--- config.mk ---
export PLATFORM = sky130hd
export DESIGN_NAME = dqpsk_mapper
export DESIGN_NICKNAME = d
export VERILOG_FILES = /design/src/rtl/dqpsk_pkg.sv /design/src/rtl/dq_bit_pairer.sv /design/src/rtl/dq_phase_acc.sv /design/src/rtl/dq_iq_rom.sv /design/src/rtl/dqpsk_mapper.sv
export SDC_FILE = /design/constraint.sdc
export NUM_CORES = 1
export LEC_CHECK = 0
export BUFFER_PORTS_ARGS = -buffer_cell sky130_fd_sc_hd__buf_4
export CAP_MARGIN = 20
export CORE_ASPECT_RATIO = 1.4
export CORE_MARGIN = 1.5
export CORE_UTILIZATION = 46
export DETAILED_ROUTE_END_ITERATION = 8
export GPL_ROUTABILITY_DRIVEN = 0
export GPL_TIMING_DRIVEN = 1
export PLACE_DENSITY = 0.8
export SLEW_MARGIN = 20
export SYNTH_ARGS = -nofsm -noshare
export SYNTH_HDL_FRONTEND = slang
export SYNTH_HIERARCHICAL = 1
export SYNTH_SLANG_ARGS = --single-unit
--- constraint.sdc ---
create_clock -name clk -period 2.21 [get_ports clk]
set_input_delay 0 -clock clk [delete_from_list [all_inputs] [get_ports clk]]
set_output_delay 0 -clock clk [all_outputs]
set_load 0.01 [all_outputs]
--- src/rtl/dqpsk_pkg.sv ---
package dqpsk_pkg;
  localparam int PH_W  = 3;
  localparam int N_PTS = 1 << PH_W;

  typedef logic [PH_W-1:0] phase_t;

  typedef struct packed {
    logic a;
    logic b;
  } dibit_t;

  // phase advance in units of pi/4 for a completed pair
  function automatic phase_t step_of(dibit_t d);
    case ({d.a, d.b})
      2'b00:   return phase_t'(1);
      2'b10:   return phase_t'(3);
      2'b11:   return phase_t'(5);
      default: return phase_t'(7);
    endcase
  endfunction

  // quadrant sign / magnitude selection for index k: returns {i_sel, q_sel}
  // sel: 0 -> zero, 1 -> +full, 2 -> -full, 3 -> +diag, 4 -> -diag
  function automatic logic [5:0] point_sel(int k);
    case (k % N_PTS)
      0:       return {3'd1, 3'd0};
      1:       return {3'd3, 3'd3};
      2:       return {3'd0, 3'd1};
      3:       return {3'd4, 3'd3};
      4:       return {3'd2, 3'd0};
      5:       return {3'd4, 3'd4};
      6:       return {3'd0, 3'd2};
      default: return {3'd3, 3'd4};
    endcase
  endfunction
endpackage

--- src/rtl/dq_bit_pairer.sv ---
module dq_bit_pairer
  import dqpsk_pkg::*;
(
  input  logic   clk,
  input  logic   rst,
  input  logic   bit_vld,
  input  logic   bit_in,
  output logic   pair_vld,
  output dibit_t pair
);
  logic have_a;
  logic a_q;

  always_ff @(posedge clk) begin
    if (rst) begin
      have_a <= 1'b0;
      a_q    <= 1'b0;
    end else if (bit_vld) begin
      have_a <= ~have_a;
      if (!have_a) a_q <= bit_in;
    end
  end

  assign pair_vld = bit_vld & have_a;
  assign pair.a   = a_q;
  assign pair.b   = bit_in;
endmodule

--- src/rtl/dq_phase_acc.sv ---
module dq_phase_acc
  import dqpsk_pkg::*;
(
  input  logic   clk,
  input  logic   rst,
  input  logic   pair_vld,
  input  dibit_t pair,
  output phase_t phase_nxt,
  output phase_t phase_q
);
  assign phase_nxt = pair_vld ? phase_t'(phase_q + step_of(pair)) : phase_q;

  always_ff @(posedge clk) begin
    if (rst) phase_q <= '0;
    else     phase_q <= phase_nxt;
  end
endmodule

--- src/rtl/dq_iq_rom.sv ---
module dq_iq_rom
  import dqpsk_pkg::*;
#(
  parameter int AMP_W      = 8,
  parameter int FULL_SCALE = 127,
  parameter int DIAG_SCALE = 90
) (
  input  logic                    clk,
  input  logic                    rst,
  input  logic                    rd_en,
  input  phase_t                  rd_idx,
  output logic signed [AMP_W-1:0] i_out,
  output logic signed [AMP_W-1:0] q_out
);
  localparam int WORD_W = 2 * AMP_W;
  localparam logic signed [AMP_W-1:0] P_FULL = AMP_W'(FULL_SCALE);
  localparam logic signed [AMP_W-1:0] P_DIAG = AMP_W'(DIAG_SCALE);

  function automatic logic signed [AMP_W-1:0] amp_of(logic [2:0] sel);
    case (sel)
      3'd1:    return P_FULL;
      3'd2:    return -P_FULL;
      3'd3:    return P_DIAG;
      3'd4:    return -P_DIAG;
      default: return '0;
    endcase
  endfunction

  logic [WORD_W-1:0] rom [N_PTS];

  for (genvar k = 0; k < N_PTS; k++) begin : g_pt
    localparam logic [5:0] SEL = point_sel(k);
    assign rom[k] = {amp_of(SEL[5:3]), amp_of(SEL[2:0])};
  end

  // registered read, reset to the phase-0 point
  always_ff @(posedge clk) begin
    if (rst) begin
      i_out <= P_FULL;
      q_out <= '0;
    end else if (rd_en) begin
      i_out <= rom[rd_idx][WORD_W-1:AMP_W];
      q_out <= rom[rd_idx][AMP_W-1:0];
    end
  end
endmodule

--- src/rtl/dqpsk_mapper.sv ---
module dqpsk_mapper
  import dqpsk_pkg::*;
#(
  parameter int AMP_W      = 8,
  parameter int FULL_SCALE = 127,
  parameter int DIAG_SCALE = 90
) (
  input  logic                    clk,
  input  logic                    rst,
  input  logic                    bit_vld,
  input  logic                    bit_in,
  output logic                    sym_stb,
  output logic signed [AMP_W-1:0] i_amp,
  output logic signed [AMP_W-1:0] q_amp
);
  logic   pair_vld;
  dibit_t pair;
  phase_t phase_nxt;
  phase_t phase_q;

  dq_bit_pairer u_pair (
    .clk      (clk),
    .rst      (rst),
    .bit_vld  (bit_vld),
    .bit_in   (bit_in),
    .pair_vld (pair_vld),
    .pair     (pair)
  );

  dq_phase_acc u_acc (
    .clk       (clk),
    .rst       (rst),
    .pair_vld  (pair_vld),
    .pair      (pair),
    .phase_nxt (phase_nxt),
    .phase_q   (phase_q)
  );

  dq_iq_rom #(
    .AMP_W      (AMP_W),
    .FULL_SCALE (FULL_SCALE),
    .DIAG_SCALE (DIAG_SCALE)
  ) u_rom (
    .clk    (clk),
    .rst    (rst),
    .rd_en  (pair_vld),
    .rd_idx (phase_nxt),
    .i_out  (i_amp),
    .q_out  (q_amp)
  );

  always_ff @(posedge clk) begin
    if (rst) sym_stb <= 1'b0;
    else     sym_stb <= pair_vld;
  end
endmodule

=== After elaboration in Yosys (flattened, before gate mapping) ===
Memory sizes are Yosys's and may differ from the RTL's. A register that Yosys moved wholly into a read port is not among the register bits.
Index checks and enable logic that the tools add are counted.

* Flip-flop bits (word level): 6
* Bits in read-only memories: 128
* Input port bits: 4
* Output and inout port bits: 17
* Word-level logic and storage cells: 15
* Memories: 1

* Add/sub/neg operators: 1
* Eq/ne operators: 2
* Multiplexer cells: 2
* Bitwise logic cells: 3
* Reductions and logical operators: 2

{| class="wikitable"
|+ Memories
! name !! words !! width !! read ports !! clocked after memory_dff !! wr ports !! RTL line !! RTL
|-
| (no name shown) || 8 || 16 || 1 || 1 || 0 || dq_iq_rom.sv:42 || <nowiki>i_out <= rom[rd_idx][WORD_W-1:AMP_W];</nowiki>
|}

{| class="wikitable"
|+ Operators by type and width
! kind !! number
|-
| $pmux 3 s3 || 1
|-
| $eq 2x2->1 const B || 2
|-
| $not 3->4 || 1
|-
| $add 3x3->3 || 1
|-
| $mux 3 || 1
|-
| $logic_not 2->1 || 1
|-
| $reduce_and 2->1 || 1
|-
| $and 1x1->1 || 1
|-
| $not 1->1 || 1
|}

=== Depth between registers and ports, before layout ===
Gate-level depths: netlist of run 1.

* Depth after elaboration: 5
* Gate-level depth with buffers: 9
* Depth with buffers taken out: 7

=== Cells and area by module ===
The synthesis of run 1 kept the hierarchy.

{| class="wikitable"
|+ Modules (own cells, without submodules)
! module !! times used !! cells each !! area an instance (sq um) !! sequential area each (sq um)
|-
| dq_iq_rom || 1 || 60 || 573.0 || 200.2
|-
| dq_phase_acc || 1 || 15 || 167.7 || 60.1
|-
| dq_bit_pairer || 1 || 11 || 108.9 || 40.0
|-
| dqpsk_mapper || 1 || 2 || 33.8 || 20.0
|}

=== Worst setup path before layout of run 1 ===
Ideal clock, no wire load.

* Kind: reg2reg
* Start point: register u_pair.a_q
* End point: register u_rom.i_out[2]
* Setup time: 74 ps
* Arrival time: 1973 ps
* Data required time: 2136 ps
* Path slack: 163 ps
* Cell stages (with the launch flop): 9
* Path buffers: 1
* Clock period less this slack: 2047 ps
* Path through: dfxtp_1 -> buf_4 -> xor2_1 -> fa_1 -> mux2_2 -> inv_1 -> ha_1 -> or2_2 -> a31oi_1

* Word-level cells in the longest chain between the ends: 5
* Elaborated cells on any way between the ends: 7

{| class="wikitable"
|+ Ends and longest elaborated chain
! element !! RTL line !! RTL
|-
| from (decl) || dq_bit_pairer.sv:12 || <nowiki>logic a_q;</nowiki>
|-
| from (signal assigned) || dq_bit_pairer.sv:20 || <nowiki>if (!have_a) a_q <= bit_in;</nowiki>
|-
| $eq 2x2->1 / $logic_not 2->1 (equally long branches) || dqpsk_pkg.sv:14 || <nowiki>case ({d.a, d.b})</nowiki>
|-
| $pmux 3 s3 (*) || dqpsk_pkg.sv:14 ||
|-
| $add 3x3->3 (*) || dq_phase_acc.sv:11 || <nowiki>assign phase_nxt = pair_vld ? phase_t'(phase_q + step_of(pair)) : phase_q;</nowiki>
|-
| $mux 3 (*) || dq_phase_acc.sv:11 ||
|-
| named net phase_nxt[1] || dqpsk_mapper.sv:18 || <nowiki>phase_t phase_nxt;</nowiki>
|-
| $not 3->4 (not written as such) (*) || dq_iq_rom.sv:42 ||
|-
| to (decl) || dq_iq_rom.sv:12 || <nowiki>output logic signed [AMP_W-1:0] i_out,</nowiki>
|}

Mark *: on every way through the listed nets, which the timed path passes. The rest lies on a longest branch.
A chain may end at the register's enable or synchronous reset.

=== Worst setup path in the final report of run 1 ===
Same ends and word-level chain as after synthesis.

==> flow_summary.json, run 1 <==
{
  "cts_root_buffer": "clkbuf_4",
  "syn_area_per_cell_um2": 10.0,
  "worstPathMaxFanout": 7,
  "ir_drop_mv": 0.470,
  "wire_per_inst_um": 11.8,
  "cp_cell_sequence": "xor2_1 -> fa_1 -> mux2_4 -> inv_1 -> ha_1 -> or2_2 -> a31oi_1",
  "hold_violations": 0,
  "htreeDepth": 1,
  "grt_pass1_wl_um": 2370,
  "vias_per_cell": 4.98,
  "core_area_um2": 1780,
  "ant_nets": 0,
  "slowest_stage": "fa_1",
  "io_pins": 21,
  "final_util_pct": 59.8,
  "layout_commonest_cell": "buf_4",
  "areaGrowthSynthToFinish_pct": 20.5,
  "first_pass_iters": 4,
  "gr-total-overflow": 0,
  "start_util_pct": 49.6,
  "cts_tree": "yes",
  "num_rows": 18,
  "cts.sinks": 16,
  "worstPathRequired_ps": 2440,
  "setup_slack_ps": 112,
  "power_leakage_nw": 0.463,
  "setup-tns-final_ps": 0,
  "drv_cap": 0,
  "finalMaxSlewViolations": 0,
  "finalNetCount": 118,
  "ys_ff_latch": 16,
  "crit_path_end_kind": "flip-flop",
  "clk_pin_slew_ps": 100,
  "worst_pin_slew_ps": 470,
  "skew_ps": 1.21,
  "fin_cells": 126,
  "async_flop_share_pct": 0,
  "period_needed_ps": 2100,
  "first_iter_violations": 9,
  "setup_viol": 0,
  "track_usage_pct": 16.6,
  "power_mw": 0.684,
  "dp_hpwl_um": 1080,
  "cts_max_path_buffers": 2,
  "antenna_found_initial": 0,
  "post-place-ws_ps": 120,
  "die_area_um2": 2200,
  "max_freq_mhz": 477,
  "synth_cells": 88,
  "powerDensity_nw_per_um2": 643,
  "worstSkewPairLatency_ps": 290,
  "fp.dieW_um": 40.0,
  "r2r-start": "u_pair/a_q",
  "mostFrequentLayoutCells": "buf_4, dfxtp_1, nor2b_1, nand2b_1, ha_1",
  "dpl_cell_area_um2": 997,
  "die_y_um": 54.9,
  "cp-start-kind": "flip-flop",
  "synth_cell_type_count": 36,
  "dp_cells": 120,
  "timing.final.crit_share_pct": 95.0,
  "crit_arrival_ps": 2330,
  "numPortBuffers": 20,
  "hold_path_class": "input pin to flip-flop",
  "layout-drive-gt1-share_pct": 35.8,
  "route.detailed.drc": 0,
  "final.fill_count": 164,
  "grt_pass1_vias": 583,
  "synth-edff-count": 0,
  "whs_ps": 16.2,
  "netlist_area_um2": 883,
  "post_cts_buffers": 0,
  "drt-total-wl_um": 1490,
  "synth_fp_nets": 99,
  "critPathLaunch": "u_pair/a_q",
  "path_class": "flip-flop to flip-flop",
  "vias": 628,
  "slew_headroom_pct": 68.5,
  "min_from": "bit_in",
  "ys.flop_type": "dfxtp_1",
  "finalInstanceArea_um2": 1060,
  "ys_seq_area_share_pct": 36.3,
  "n_antenna_cell": 0,
  "numCtsBuffers": 3,
  "status": "finished clean",
  "cpPeakStageDelay_ps": 460,
  "grt_max_degree": 20,
  "yosys_warnings": 6
}
-- final cells by class --
| class | count | area [um2] | area share, % |
|---|---|---|---|
| clock buffers | 4 | 36.3 | 3.41 |
| well taps | 20 | 25.0 | 2.35 |
| flip-flops and latches | 16 | 320 | 30.1 |
| inverters | 2 | 7.51 | 0.705 |
| multi-input cells | 59 | 483 | 45.4 |
| repair buffers | 25 | 193 | 18.1 |
-- report_power, final --
part / switching (mW) / internal, mW / leakage, nW
combinational: 0.0789 / 0.0874 / 0.311
sequential: 0.0127 / 0.306 / 0.131
clock: 0.0989 / 0.100 / 0.0210
-- repair_timing --
| action | CTS | global route |
|---|---|---|
| gates resized for setup | 0 | 2 |
| endpoints found under the hold margin | 2 | 0 |
| endpoints found under the setup margin | 0 | 4 |
| hold buffers | 2 | 0 |
-- routing by layer --
layer  track usage [%]  vias to the layer above  part of all wire, %
met4              12.1                        0                  2.3
li1                  -                      323                    -
met5                 0                        -                    0
met1              17.7                      285                   41
met2              27.4                       16                   52
met3              3.66                        4                  4.4
-- Yosys cell counts (2+ instances only) --
master     n  area [um2]
nor2_1     5        18.8
dfxtp_1   16         320
a31oi_1    2        12.5
buf_4      9        67.6
nor2b_1    6        37.5
nand2_1    3        11.3
or2_2      2        12.5
inv_1      2        7.51
nor3_1     2        10.0
mux2i_1    2        20.0
xnor2_1    2        17.5
nand2b_1   6        37.5
xor2_1     3        26.3
ha_1       6        75.1
-- worst paths after layout --
check | slack [ps] | to | cells past startpoint
setup reg to reg | 110 | u_rom/i_out[2] | 7
setup / recovery | 110 | u_rom/i_out[2] | 7
hold reg to reg | 470 | u_rom/q_out[7] | 2
hold / removal | 20 | u_pair/a_q | 3
-- critical path: cells and delay by family (launching register included) --
family	cells	cell delay, ps
xor+xnor	1	180
simple gates	1	270
buf+inv	1	110
fa+ha+maj	2	690
mux	1	320
flops	1	360
compound gates	1	120
-- state kept, by name, summed over array words and instances (netlist names) --
name / cells
u_rom/i_out: 5
u_rom/q_out: 5
u_pair/a_q: 1
u_acc/phase_q: 3
u_pair/have_a: 1
sym_stb: 1
-- kinds of logic after synthesis --
family / count (synthesis) / share of synthesized area [%]
fa+ha+maj: 7 / 10.8
flops: 16 / 36.3
simple gates: 33 / 23.5
compound gates: 10 / 8.92
mux: 4 / 5.24
xor+xnor: 5 / 4.96
buf+inv: 13 / 10.3
No activity file was read; power rests on OpenSTA's default activity.
==> inputs of run 2 (changes only) <==
--- a/config.mk
+++ b/config.mk
@@ -13,7 +13,7 @@
 export DETAILED_ROUTE_END_ITERATION = 8
 export GPL_ROUTABILITY_DRIVEN = 0
 export GPL_TIMING_DRIVEN = 1
-export PLACE_DENSITY = 0.8
+export PLACE_DENSITY = 0.73
 export SLEW_MARGIN = 20
 export SYNTH_ARGS = -nofsm -noshare
 export SYNTH_HDL_FRONTEND = slang
==> run 2 against run 1 <==
Worst hold slack worse by 1.3 ps. Total power fell by 1.1%. Clock power decreased by 3%. Cell count unchanged. Die area is the same. First-iteration DRC count down 22%. Highest routed layer unchanged.
==> flow_summary.json, run 2 (same netlist as run 1, synthesis figures left out) <==
{
  "die_area_um2": 2200,
  "hold_path_class": "input pin to flip-flop",
  "layout_commonest_cell": "buf_4",
  "areaGrowthSynthToFinish_pct": 19.0,
  "max_freq_mhz": 482,
  "worst_pin_slew_ps": 227,
  "vias_per_cell": 5.07,
  "crit_arrival_ps": 2290,
  "n_antenna_cell": 0,
  "start_util_pct": 49.6,
  "use_met1_pct": 18.7,
  "register_area_um2": 320,
  "power_leakage_nw": 0.453,
  "track_usage_pct": 16.0,
  "setup-tns-final_ps": 0,
  "cts.sinks": 16,
  "cts_max_path_buffers": 2,
  "numCtsBuffers": 3,
  "final_util_pct": 59.1,
  "slowest_stage": "fa_1",
  "period_needed_ps": 2080,
  "dp_hpwl_um": 1020,
  "final.fill_count": 158,
  "ant_nets": 0,
  "drt-total-wl_um": 1380,
  "num_rows": 18,
  "grt_pass1_vias": 550,
  "antenna_found_initial": 0,
  "core_area_um2": 1780,
  "grt_use_met3_pct": 2.44,
  "hold_violations": 0,
  "globalRouteMet2Util_pct": 25.3,
  "io_pins": 21,
  "setup_viol": 0,
  "worstPathRequired_ps": 2420,
  "cts_tree": "yes",
  "cp-start-kind": "flip-flop",
  "vias": 639,
  "first_pass_iters": 4,
  "finalMaxSlewViolations": 0,
  "die_y_um": 54.9,
  "drv_cap": 0,
  "fp.dieW_um": 40.0,
  "clk_pin_slew_ps": 100,
  "busiest_layer": "met2",
  "grt_max_degree": 20,
  "worstSkewPairLatency_ps": 280,
  "top_regs": "u_rom/i_out x5, u_rom/q_out x5, u_acc/phase_q x3",
  "slew_headroom_pct": 84.7,
  "status": "finished clean",
  "numPortBuffers": 20,
  "path_class": "flip-flop to flip-flop",
  "whs_ps": 15.0,
  "cp_cell_sequence": "xor2_1 -> fa_1 -> mux2_2 -> inv_2 -> ha_1 -> or2_2 -> a31oi_1",
  "post_cts_buffers": 0,
  "gr-total-overflow": 0,
  "layout-drive-gt1-share_pct": 36.8,
  "powerDensity_nw_per_um2": 644,
  "htreeDepth": 1,
  "first_iter_violations": 7,
  "rsz0062_at_grt": "false",
  "cts_root_buffer": "clkbuf_4",
  "route.detailed.drc": 0,
  "skew_ps": 4.22,
  "crit_path_end_kind": "flip-flop",
  "finalNetCount": 118,
  "mostFrequentLayoutCells": "buf_4, dfxtp_1, nor2b_1, nand2b_1, ha_1",
  "ir_drop_mv": 0.324,
  "multi_input_area_um2": 472,
  "grt_pass1_wl_um": 2320,
  "timing.final.crit_share_pct": 94.0,
  "wire_per_inst_um": 10.9,
  "cpPeakStageDelay_ps": 440,
  "worstPathMaxFanout": 7
}
-- run 2: cell types whose count changed in the layout (fill, tap and decap cells not counted), sizes merged --
cell         delta
buf             +1
dlygate4sd3     -1
-- run 2: critical path, delay by kind of cell, from the launching register on --
kind	cells	cell delay [ps]
muxes	1	340
adders and majority gates	2	660
and+or+nand+nor	1	270
xor gates and xnor gates	1	180
DFF	1	350
buffers and inverters	1	90
AOI/OAI and AO/OA	1	120
-- run 2: report_power, final --
group | total (mW) | switching, mW | internal [mW]
sequential | 0.318 | 0.0116 | 0.306
combinational | 0.166 | 0.0786 | 0.0875
clock | 0.193 | 0.0932 | 0.100
total | 0.677 | 0.183 | 0.494
-- run 2: layout make-up --
| type | instances | area share, % |
|---|---|---|
| sequential | 16 | 30.5 |
| clock buffer | 4 | 3.45 |
| multi-input combinational | 59 | 44.9 |
| timing repair buffer | 25 | 18.1 |
| inverter | 2 | 0.714 |
| tap | 20 | 2.38 |
-- run 2: final timing paths --
path	from	to	slack [ps]	cells past startpoint
max reg2reg	u_pair/a_q	u_rom/i_out[2]	130	7
min reg2reg	u_rom/q_out[7]	u_rom/q_out[7]	470	2
min	rst	u_rom/q_out[6]	10	2
max	u_pair/a_q	u_rom/i_out[2]	130	7
-- run 2: per-stage QoR --
step	power (mW)	instance area [um2]	instances	worst slack (ps)
floorplan	0.442	883	88	163
global placement	0.485	1000	121	194
detailed placement	0.488	1000	121	141
CTS	0.690	1050	126	107
global route	0.718	1050	126	5.16
finish	0.677	1050	126	134
-- run 2: what timing repair did --
action	in CTS	in global routing
resized for setup	0	1
hold buffers	1	0
hold endpoints to repair	1	0
setup endpoints to repair	0	1
-- run 2: routing by layer --
| layer | share of wire, % | up-vias |
|---|---|---|
| met5 | 0 | - |
| met4 | 2.2 | 0 |
| met3 | 4.8 | 4 |
| met2 | 50 | 22 |
| met1 | 43 | 290 |
| li1 | - | 323 |
==> inputs of run 3 (changes only) <==
--- a/config.mk
+++ b/config.mk
@@ -5,11 +5,12 @@
 export SDC_FILE = /design/constraint.sdc
 export NUM_CORES = 1
 export LEC_CHECK = 0
-export BUFFER_PORTS_ARGS = -buffer_cell sky130_fd_sc_hd__buf_4
+export BUFFER_PORTS_ARGS = -buffer_cell sky130_fd_sc_hd__buf_2
 export CAP_MARGIN = 20
 export CORE_ASPECT_RATIO = 1.4
 export CORE_MARGIN = 1.5
 export CORE_UTILIZATION = 46
+export CTS_CLUSTER_SIZE = 40
 export DETAILED_ROUTE_END_ITERATION = 8
 export GPL_ROUTABILITY_DRIVEN = 0
 export GPL_TIMING_DRIVEN = 1
==> run 3 against run 2 <==
Non-clock buffer count unchanged. Critical endpoint unchanged. Sequential power about the same. Largest power group unchanged. Largest cell class unchanged. Die area unchanged.
==> flow_summary.json, run 3 (same netlist as run 1, synthesis figures left out) <==
{
  "cpPeakStageDelay_ps": 440,
  "fin_cells": 125,
  "finalMaxSlewViolations": 0,
  "power_frac_comb_pct": 24.9,
  "die_area_um2": 2200,
  "grt_pass1_vias": 610,
  "numCtsBuffers": 3,
  "sequentialPowerShare_pct": 50.8,
  "drt-total-wl_um": 1480,
  "slowest_stage": "fa_1",
  "power_mw": 0.625,
  "cts_tree": "yes",
  "core_area_um2": 1780,
  "grt_pass1_wl_um": 2530,
  "dp_hpwl_um": 1110,
  "route.detailed.drc": 0,
  "crit_arrival_ps": 2270,
  "worstSkewPairLatency_ps": 280,
  "first_pass_iters": 4,
  "finalNetCount": 118,
  "io_pins": 21,
  "final.fill_count": 175,
  "cp_top_family": "adder cells",
  "timing.final.crit_share_pct": 93.0,
  "setup_slack_ps": 155,
  "cp.depth": 7,
  "vias": 629,
  "n_antenna_cell": 0,
  "numPortBuffers": 20,
  "cts_max_path_buffers": 2,
  "ir_drop_mv": 0.319,
  "cts.sinks": 16,
  "power.switching_mw": 0.178,
  "whs_ps": 35.5,
  "grt_max_degree": 20,
  "first_iter_violations": 7,
  "dp_cells": 121,
  "ant_nets": 0,
  "rsz0062_at_grt": "false",
  "num_rows": 18,
  "hold_path_class": "input pin to flip-flop",
  "skew_ps": 1.51,
  "hold_violations": 0,
  "path_class": "flip-flop to flip-flop",
  "setup-tns-final_ps": 0,
  "ff2ff_setup_slack_ps": 160,
  "top_regs": "u_rom/i_out x5, u_rom/q_out x5, u_acc/phase_q x3",
  "worstRegToRegCells": 7,
  "post-place-ws_ps": 73.9,
  "multi_input_area_um2": 475,
  "cp_num_buf_inv": 1,
  "cp-start-kind": "flip-flop",
  "vias_per_cell": 5.03,
  "clockPowerShare_pct": 24.3,
  "mostFrequentLayoutCells": "buf_2, dfxtp_1, nor2b_1, nand2b_1, ha_1",
  "max_freq_mhz": 487,
  "areaGrowthSynthToFinish_pct": 12.2,
  "hold_depth": 3,
  "htreeDepth": 1,
  "die_y_um": 54.9,
  "cp_cell_sequence": "xor2_1 -> fa_1 -> mux2_4 -> inv_2 -> ha_1 -> or2_2 -> a31oi_1",
  "layout_commonest_cell": "buf_2",
  "power_leakage_nw": 0.433,
  "power.internal_mw": 0.447,
  "antenna_found_initial": 0,
  "period_needed_ps": 2050,
  "drv_cap": 0,
  "worstPathMaxFanout": 7,
  "p_sw_share_pct": 28.5,
  "gr-total-overflow": 0,
  "worst_pin_slew_ps": 347,
  "start_util_pct": 49.6,
  "slew_headroom_pct": 76.9,
  "powerDensity_nw_per_um2": 631,
  "register_area_um2": 320,
  "layout-drive-gt1-share_pct": 36.2,
  "status": "finished clean",
  "fp.dieW_um": 40.0,
  "crit_path_end_kind": "flip-flop",
  "cts_root_buffer": "clkbuf_4",
  "setup_viol": 0,
  "post_cts_buffers": 0,
  "worstPathRequired_ps": 2430,
  "track_usage_pct": 17.6,
  "wire_per_inst_um": 11.8,
  "clk_pin_slew_ps": 90
}
[run 3: cell types whose count changed in the layout (fill, tap and decap cells not counted)]
cell,previous run,this run
buf_2,0,20
buf_4,24,4
clkbuf_8,1,0
mux2_2,1,0
mux2_4,1,2
[run 3: worst min-delay path: stages]
cell and delay, ps:
buf_2 120, nand4bb_1 110, o21ai_2 50
[run 3: power groups by stage]
stage | Sequential (mW) | Clock, mW | Combinational, mW
5_1_grt | 0.321 | 0.175 | 0.176
3_5_place_dp | 0.325 | 0 | 0.154
3_3_place_gp | 0.323 | 0 | 0.151
6_report | 0.317 | 0.152 | 0.155
4_1_cts | 0.318 | 0.165 | 0.156
2_1_floorplan | 0.328 | 0 | 0.114
[run 3: timing repair]
item,in CTS,in global routing
hold buffers,1,0
gates resized for setup,0,2
setup endpoints to repair,0,1
hold endpoints to repair,1,0
[run 3: area by class of cell]
cell class,count,share of cell area [%]
Inverter,2,0.758
Multi-Input combinational cell,59,48.0
Sequential cell,16,32.3
Timing Repair Buffer,25,14.1
Clock buffer,3,2.27
Tap cell,20,2.53
[run 3: final timing paths]
path / from / endpoint
setup / recovery: u_pair/a_q / u_rom/i_out[2]
hold / removal: bit_in / u_pair/a_q
setup reg to reg: u_pair/a_q / u_rom/i_out[2]
hold reg to reg: u_rom/q_out[7] / u_rom/q_out[7]
[run 3: through the flow]
stage               cell area [um2]  util (%)
finish                          991      55.7
global route                    991      55.7
CTS                             987      55.5
detailed placement              955      53.7
global placement                955      53.7
floorplan                       883         -
[run 3: routing by layer]
layer  GRT usage [%]  share of wire [%]  vias up
li1                -                  -      321
met1            17.7                 39      289
met2            31.7                 56       17
met3            3.66                3.5        2
met4            10.3               0.88        0
met5               0                  0        -
